===== config.mk =====
export PLATFORM = sky130hd
export DESIGN_NAME = byte_lane_seq
export DESIGN_NICKNAME = d
export VERILOG_FILES = /design/src/rtl/blseq_pkg.sv /design/src/rtl/blseq_ctrl.sv /design/src/rtl/blseq_dp.sv /design/src/rtl/byte_lane_seq.sv
export SDC_FILE = /design/constraint.sdc
export NUM_CORES = 1
export LEC_CHECK = 0
export CAP_MARGIN = 10
export CORE_ASPECT_RATIO = 1.5
export CORE_MARGIN = 3
export CORE_UTILIZATION = 41
export CTS_CLUSTER_DIAMETER = 200
export CTS_CLUSTER_SIZE = 25
export DETAILED_ROUTE_END_ITERATION = 7
export MAX_ROUTING_LAYER = met4
export PLACE_DENSITY = 0.75
export SETUP_SLACK_MARGIN = 0.2
export SLEW_MARGIN = 5
export SYNTH_ARGS = -nofsm -noshare
export SYNTH_HDL_FRONTEND = slang
export SYNTH_SLANG_ARGS = --single-unit

===== constraint.sdc =====
create_clock -name clk -period 2.06 [get_ports clk]
set_clock_uncertainty 0.2 [all_clocks]
set_input_delay 0.618 -clock clk [delete_from_list [all_inputs] [get_ports clk]]
set_output_delay 0.618 -clock clk [all_outputs]
set_load 0.05 [all_outputs]

===== src/rtl/blseq_pkg.sv =====
package blseq_pkg;

  typedef enum logic [1:0] {
    ST_IDLE   = 2'd0,
    ST_FIRST  = 2'd1,
    ST_SECOND = 2'd2,
    ST_DONE   = 2'd3
  } seqState_t;

  // Strobes from control to datapath
  typedef struct packed {
    logic load;    // capture request fields
    logic busOn;   // a bus cycle runs now
    logic second;  // this is the second half of a split word
    logic done;    // completion strobe towards the core
  } seqCtrl_t;

endpackage


===== src/rtl/blseq_ctrl.sv =====
module blseq_ctrl
  import blseq_pkg::*;
(
  input  logic     clk,
  input  logic     rstN,
  input  logic     reqValid,
  input  logic     splitNeeded,
  output seqCtrl_t ctrl
);

  seqState_t stateQ, stateD;

  always_comb begin
    stateD = stateQ;
    unique case (stateQ)
      ST_IDLE:   if (reqValid) stateD = ST_FIRST;
      ST_FIRST:  stateD = splitNeeded ? ST_SECOND : ST_DONE;
      ST_SECOND: stateD = ST_DONE;
      ST_DONE:   stateD = ST_IDLE;
      default:   stateD = ST_IDLE;
    endcase
  end

  always_ff @(posedge clk) begin
    if (!rstN) stateQ <= ST_IDLE;
    else       stateQ <= stateD;
  end

  always_comb begin
    ctrl.load   = (stateQ == ST_IDLE) && reqValid;
    ctrl.busOn  = (stateQ == ST_FIRST) || (stateQ == ST_SECOND);
    ctrl.second = (stateQ == ST_SECOND);
    ctrl.done   = (stateQ == ST_DONE);
  end

endmodule


===== src/rtl/blseq_dp.sv =====
module blseq_dp
  import blseq_pkg::*;
#(
  parameter int ADDR_W = 20,
  parameter int DATA_W = 16
) (
  input  logic              clk,
  input  logic              rstN,
  input  seqCtrl_t          ctrl,
  input  logic              reqWrite,
  input  logic              reqWord,
  input  logic [ADDR_W-1:0] reqAddr,
  input  logic [DATA_W-1:0] reqWdata,
  input  logic [DATA_W-1:0] busRdata,
  output logic              splitNeeded,
  output logic              busWrite,
  output logic [ADDR_W-1:0] busAddr,
  output logic              busLoEn,
  output logic              busHiEn,
  output logic [DATA_W-1:0] busWdata,
  output logic [DATA_W-1:0] rspRdata
);

  localparam int LANE_W = DATA_W / 2;
  localparam int WADR_W = ADDR_W - 1;

  logic              writeQ, wordQ;
  logic [ADDR_W-1:0] addrQ;
  logic [DATA_W-1:0] dataQ, rdQ;
  logic [LANE_W-1:0] loIn, hiIn, loOut, hiOut;
  logic [WADR_W-1:0] baseWord, nextWord;
  logic              oddAddr, loEnD, hiEnD;

  // Request capture
  always_ff @(posedge clk) begin
    if (!rstN) begin
      writeQ <= 1'b0;
      wordQ  <= 1'b0;
      addrQ  <= '0;
      dataQ  <= '0;
    end else if (ctrl.load) begin
      writeQ <= reqWrite;
      wordQ  <= reqWord;
      addrQ  <= reqAddr;
      dataQ  <= reqWdata;
    end
  end

  assign oddAddr     = addrQ[0];
  assign splitNeeded = wordQ && oddAddr;
  assign baseWord    = addrQ[ADDR_W-1:1];
  assign nextWord    = baseWord + WADR_W'(1);
  assign loIn        = busRdata[LANE_W-1:0];
  assign hiIn        = busRdata[DATA_W-1:LANE_W];

  // Lane selection and write steering
  always_comb begin
    loEnD = 1'b0;
    hiEnD = 1'b0;
    loOut = '0;
    hiOut = '0;
    if (ctrl.second) begin
      loEnD = 1'b1;
      loOut = dataQ[DATA_W-1:LANE_W];
    end else if (wordQ && !oddAddr) begin
      loEnD = 1'b1;
      hiEnD = 1'b1;
      loOut = dataQ[LANE_W-1:0];
      hiOut = dataQ[DATA_W-1:LANE_W];
    end else if (oddAddr) begin
      hiEnD = 1'b1;
      hiOut = dataQ[LANE_W-1:0];
    end else begin
      loEnD = 1'b1;
      loOut = dataQ[LANE_W-1:0];
    end
  end

  assign busLoEn  = ctrl.busOn && loEnD;
  assign busHiEn  = ctrl.busOn && hiEnD;
  assign busWrite = ctrl.busOn && writeQ;
  assign busAddr  = ctrl.busOn ? {(ctrl.second ? nextWord : baseWord), 1'b0} : '0;
  assign busWdata = busWrite ? {hiOut, loOut} : '0;

  // Read assembly
  always_ff @(posedge clk) begin
    if (!rstN) begin
      rdQ <= '0;
    end else if (ctrl.load) begin
      rdQ <= '0;
    end else if (ctrl.busOn && !writeQ) begin
      if (ctrl.second)
        rdQ[DATA_W-1:LANE_W] <= loIn;
      else if (wordQ && !oddAddr)
        rdQ <= busRdata;
      else
        rdQ[LANE_W-1:0] <= oddAddr ? hiIn : loIn;
    end
  end

  assign rspRdata = rdQ;

endmodule


===== src/rtl/byte_lane_seq.sv =====
module byte_lane_seq
  import blseq_pkg::*;
#(
  parameter int ADDR_W = 20,
  parameter int DATA_W = 16
) (
  input  logic              clk,
  input  logic              rstN,
  input  logic              reqValid,
  input  logic              reqWrite,
  input  logic              reqWord,
  input  logic [ADDR_W-1:0] reqAddr,
  input  logic [DATA_W-1:0] reqWdata,
  output logic              reqReady,
  output logic [DATA_W-1:0] rspRdata,
  output logic              busValid,
  output logic              busWrite,
  output logic [ADDR_W-1:0] busAddr,
  output logic              busLoEn,
  output logic              busHiEn,
  output logic [DATA_W-1:0] busWdata,
  input  logic [DATA_W-1:0] busRdata
);

  seqCtrl_t ctrl;
  logic     splitNeeded;

  blseq_ctrl i_ctrl (
    .clk        (clk),
    .rstN       (rstN),
    .reqValid   (reqValid),
    .splitNeeded(splitNeeded),
    .ctrl       (ctrl)
  );

  blseq_dp #(.ADDR_W(ADDR_W), .DATA_W(DATA_W)) i_dp (
    .clk        (clk),
    .rstN       (rstN),
    .ctrl       (ctrl),
    .reqWrite   (reqWrite),
    .reqWord    (reqWord),
    .reqAddr    (reqAddr),
    .reqWdata   (reqWdata),
    .busRdata   (busRdata),
    .splitNeeded(splitNeeded),
    .busWrite   (busWrite),
    .busAddr    (busAddr),
    .busLoEn    (busLoEn),
    .busHiEn    (busHiEn),
    .busWdata   (busWdata),
    .rspRdata   (rspRdata)
  );

  assign busValid = ctrl.busOn;
  assign reqReady = ctrl.done;

endmodule


==> results of run 1 <==
[how the worst min path moves through the flow]
| stage | start | to | slack [ps] | cells after the start |
|---|---|---|---|---|
| after floorplan | i_dp.addrQ[19] | i_dp.addrQ[19] | 250 | 2 |
| after global placement | i_dp.dataQ[6] | i_dp.dataQ[6] | 270 | 2 |
| after detailed placement | i_dp.dataQ[10] | i_dp.dataQ[10] | 280 | 2 |
| after CTS | i_dp.dataQ[10] | i_dp.dataQ[10] | 300 | 2 |
| after global routing | i_dp.rspRdata[14] | i_dp.rspRdata[14] | 330 | 2 |
| final | i_dp.addrQ[19] | i_dp.addrQ[19] | 290 | 2 |
[registers in the layout, indices dropped and copies added (netlist names)]
| name | flops |
|---|---|
| i_dp.addrQ | 20 |
| i_dp.dataQ | 16 |
| i_dp.rspRdata | 16 |
| i_ctrl.stateQ | 2 |
| i_dp.wordQ | 1 |
| i_dp.writeQ | 1 |
[tightest hold or removal path, delay by kind of cell (launching register included)]
kind,cells,cell delay (ps)
DFF,1,340
AOI/OAI and AO/OA,1,60
and+or+nand+nor,1,50
[where the power goes]
group	total (W)	switching [W]	internal, W
Sequential	0.00158	0.000223	0.00136
Clock	0.000722	0.000362	0.000360
Combinational	0.00507	0.00278	0.00229
Total	0.00738	0.00336	0.00401
[metal layers]
layer,global-route usage (%),share of wire [%],vias to the layer above
met2,48.1,55,118
met1,26.9,37,1621
met3,3.98,4.4,28
met4,10.5,3.1,0
met5,-,0,-
li1,-,-,1631
[area by class of cell]
cell class / instances / share of cell area, %
Clock inverter: 3 / 0.721
Multi-Input combinational cell: 301 / 40.1
Sequential cell: 56 / 19.1
Clock buffer: 5 / 1.17
Tap cell: 100 / 2.12
Timing Repair Buffer: 178 / 36.0
Inverter: 8 / 0.721
[cells by family after synthesis]
| logic type | share of synthesized area [%] |
|---|---|
| AND/OR/NAND/NOR | 25.9 |
| buffers and inverters | 5.31 |
| multiplexers | 9.01 |
| other | 0.121 |
| AO/OA/AOI/OAI | 17.6 |
| adder cells (fa/ha/maj) | 2.41 |
| flip-flops | 36.0 |
| XOR/XNOR | 3.66 |
[synth_stat cells]
master,count
sky130_fd_sc_hd__a211oi_1,14
sky130_fd_sc_hd__a21oi_1,7
sky130_fd_sc_hd__buf_4,3
sky130_fd_sc_hd__a21boi_0,39
sky130_fd_sc_hd__and2_1,2
sky130_fd_sc_hd__o41ai_1,1
sky130_fd_sc_hd__conb_1,1
sky130_fd_sc_hd__nand4_1,3
sky130_fd_sc_hd__nor3_1,4
sky130_fd_sc_hd__nor2b_4,1
sky130_fd_sc_hd__ha_1,6
sky130_fd_sc_hd__nand4_4,2
sky130_fd_sc_hd__or3_1,2
sky130_fd_sc_hd__nand4_2,1
sky130_fd_sc_hd__a211oi_2,2
sky130_fd_sc_hd__nand3_1,4
sky130_fd_sc_hd__a31o_2,1
sky130_fd_sc_hd__xnor2_1,8
sky130_fd_sc_hd__a22oi_1,5
sky130_fd_sc_hd__and3_1,2
sky130_fd_sc_hd__nand2_1,93
sky130_fd_sc_hd__nand2b_1,4
sky130_fd_sc_hd__o21bai_1,1
sky130_fd_sc_hd__dfxtp_1,56
sky130_fd_sc_hd__nor2_4,1
sky130_fd_sc_hd__xor2_1,5
sky130_fd_sc_hd__mux2i_1,28
sky130_fd_sc_hd__buf_1,6
sky130_fd_sc_hd__nor4_2,3
sky130_fd_sc_hd__buf_2,6
sky130_fd_sc_hd__o211a_4,1
sky130_fd_sc_hd__inv_2,1
sky130_fd_sc_hd__nor2b_1,1
sky130_fd_sc_hd__clkbuf_1,7
sky130_fd_sc_hd__nor2_1,56
sky130_fd_sc_hd__inv_1,7
sky130_fd_sc_hd__buf_6,3
sky130_fd_sc_hd__o21ai_0,2
[what timing repair did]
| item | 4_1_cts | 5_1_grt |
|---|---|---|
| gates resized for setup | 67 | 27 |
| setup endpoints to repair | 56 | 57 |
| pin swaps | 25 | 15 |
| cloned | 2 | 1 |
| buffers inserted | 8 | 6 |
[stage by stage]
step	total power, W	setup slack [ps]	cells
after floorplan	0.00405	-636	389
after global placement	0.00558	-323	626
after detailed placement	0.00569	-356	626
after CTS	0.00709	-601	644
after global routing	0.00772	-737	651
final	0.00738	-699	651
==> results summary, run 1 <==
The run finished, with violations left. The checks that failed: setup timing. The synthesized cell area came out at around 3100 um^2. Relative to the synthesized area, the layout overhead comes to 89.7%. The total power per unit cell area is ~1200 nW/um^2. The number of buffers added by the clock tree synthesis step came out at 5. The number of antenna violations at the first check in global routing came out at 0.

The commonest non-fill, non-tap cell in the layout is sky130_fd_sc_hd__nand2_1. Counting cells, the worst reg-to-reg path comes to 10. After the last flow step, the layout net total stands at about 600. The max-slew violation count is 0. The die extent in y came out at approximately 110 um.

The count of maximum capacitance violations came out at 0. Timing would allow up to about 360 MHz. The multi-input logic area came out at between 2000 and 2500 um^2.

The setup slack of the worst register-to-register path is -20 ps. The highest fanout seen on the critical path came out at 17. The global-route wire length before repair is roughly 18 mm. The worst setup path category is flip-flop to primary output. The number of warnings issued by yosys came out at 0.

The count of distinct cell types in the synthesized netlist is 38. The average wire per cell in the routed design came out at 17.4 um. The worst register-to-register path ends at i_dp.rspRdata[0]. The number of input and output port buffers inserted is 112.

The signal on the critical path passes through inv_2 > ha_4 > buf_6 > buf_4 > mux2i_1 > nor2_4 > buf_12. The worst-case clock buffer depth is 2. In the routed design, unresolved DRC markers number 0. The total iterations of the first detailed-routing run came out at 4. For this block, the routed nets add up to roughly 11 mm of wire. The worst setup path is captured at a primary output. The filler cell count is ~430. The clock net in this run drives a total of 56 sinks. The pin count of the biggest net entering global routing came out at 29.

Among cell families on the critical path, the largest total delay comes from buffers and inverters. The total core area is 7320 um^2. The repair_antennas step left the layout with diodes totalling 0. Setup violations remaining at the end of the flow were counted as 41.

In this run the worst setup path begins at i_ctrl.stateQ[0]. Hold is met by 294 ps. The sum of negative setup slack came out at -22140 ps. Data on the critical path is required at its endpoint by about 1200 ps. The floorplan step defined a die boundary enclosing around 8700 um^2. The leakage power came out at 2.17 nW.

The overall global routing resource usage came out at 25.9%. By area the synthesized netlist is led by sky130_fd_sc_hd__dfxtp_1 36%, sky130_fd_sc_hd__nand2_1 11%, sky130_fd_sc_hd__a21boi_0 9.4%, sky130_fd_sc_hd__mux2i_1 9.0%, sky130_fd_sc_hd__nor2_1 6.8%. The library cells used most frequently in the layout, excluding fill and tap cells, are 89 x sky130_fd_sc_hd__nand2_1, 60 x sky130_fd_sc_hd__buf_4, 56 x sky130_fd_sc_hd__clkdlybuf4s50_1. After synthesis the netlist holds a flip-flop and latch count of 56. In the finished design, the share of the clock period the worst path needs comes to 134%. The largest total area in the synthesized netlist belongs to sky130_fd_sc_hd__dfxtp_1. The reg-to-reg startpoint is i_ctrl.stateQ[0]. The count of nets left with antenna violations once routing finished came out at 0. The cell count after synthesis came out at ~390. The layout cell share with drive strength beyond 1 is 40.7%.

The number of global-route vias before repair came out at about 3600. The CTS tree is built. The sequential standard cell area is 1130 um^2.

The boundary pin count is between 100 and 150. Buffers inserted to repair hold after CTS numbered 0. The critical path crosses 7 cells after its start point. The post-synthesis net count is 452. Cells fill around four fifths of the core in the end. The number of H-tree levels came out at 2.

Setup repair after global routing could not meet its margin everywhere. The arrival time at the worst endpoint is about 1900 ps. The cell at the root of the clock tree is sky130_fd_sc_hd__clkbuf_8.

The number of buffer and inverter instances along the worst setup path is 4. The number of rows in the core area came out at 38. The initial core utilization is around 42%. The final cell area excluding filler cells came out at around 5900 um^2.

In this run the worst hold path is classified as flip-flop to flip-flop. The overall die width is about 77 um. A synthesized cell averages about 8.0 um^2. The clock period minus worst slack is approximately 2800 ps.

The via count normalized by instance count is roughly 5.2. After legalization and detailed placement, the total HPWL measured roughly 7.5 mm. The post-CTS clock slew at the launch and capture registers of the worst setup and hold paths came out at 100 ps. The instance area after placement came out at between 5000 and 6000 um^2.

The total congestion overflow after global routing came out at 0. The DRC violation total after the first TritonRoute iteration is 130. The via count came out at around 3400. At the later pin of the worst-skew pair, clock insertion delay measures between 300 and 400 ps. On the worst path, the slowest cell contributes a delay of ~400 ps. Among all stages on the critical path, the largest delay is contributed by sky130_fd_sc_hd__mux2i_1. The final RePlAce weighted congestion is between 0.9 and 1.

The worst-case IR drop observed on VDD is between 1 and 1.5 mV. In the post-route analysis, the smallest setup slack over all paths is -699 ps. The share of the synthesized area in the top cell type is approximately 36%. The sequential share of the synthesized area is a little over a third.

Following the worst setup path forward leads to its endpoint at busWdata[0]. The startpoint type of the worst setup path is a flip-flop. The total count of hold-check failures in the final report came out at 0.
(Power assumes the default switching activity.)
==> run 2, diff against run 1 <==
--- a/config.mk
+++ b/config.mk
@@ -15,7 +15,7 @@
 export MAX_ROUTING_LAYER = met4
 export PLACE_DENSITY = 0.75
 export SETUP_SLACK_MARGIN = 0.2
-export SLEW_MARGIN = 5
+export SLEW_MARGIN = 40
 export SYNTH_ARGS = -nofsm -noshare
 export SYNTH_HDL_FRONTEND = slang
 export SYNTH_SLANG_ARGS = --single-unit
==> results of run 2 <==
Same layout as run 1: the final DEF is identical, and so are final timing and power.
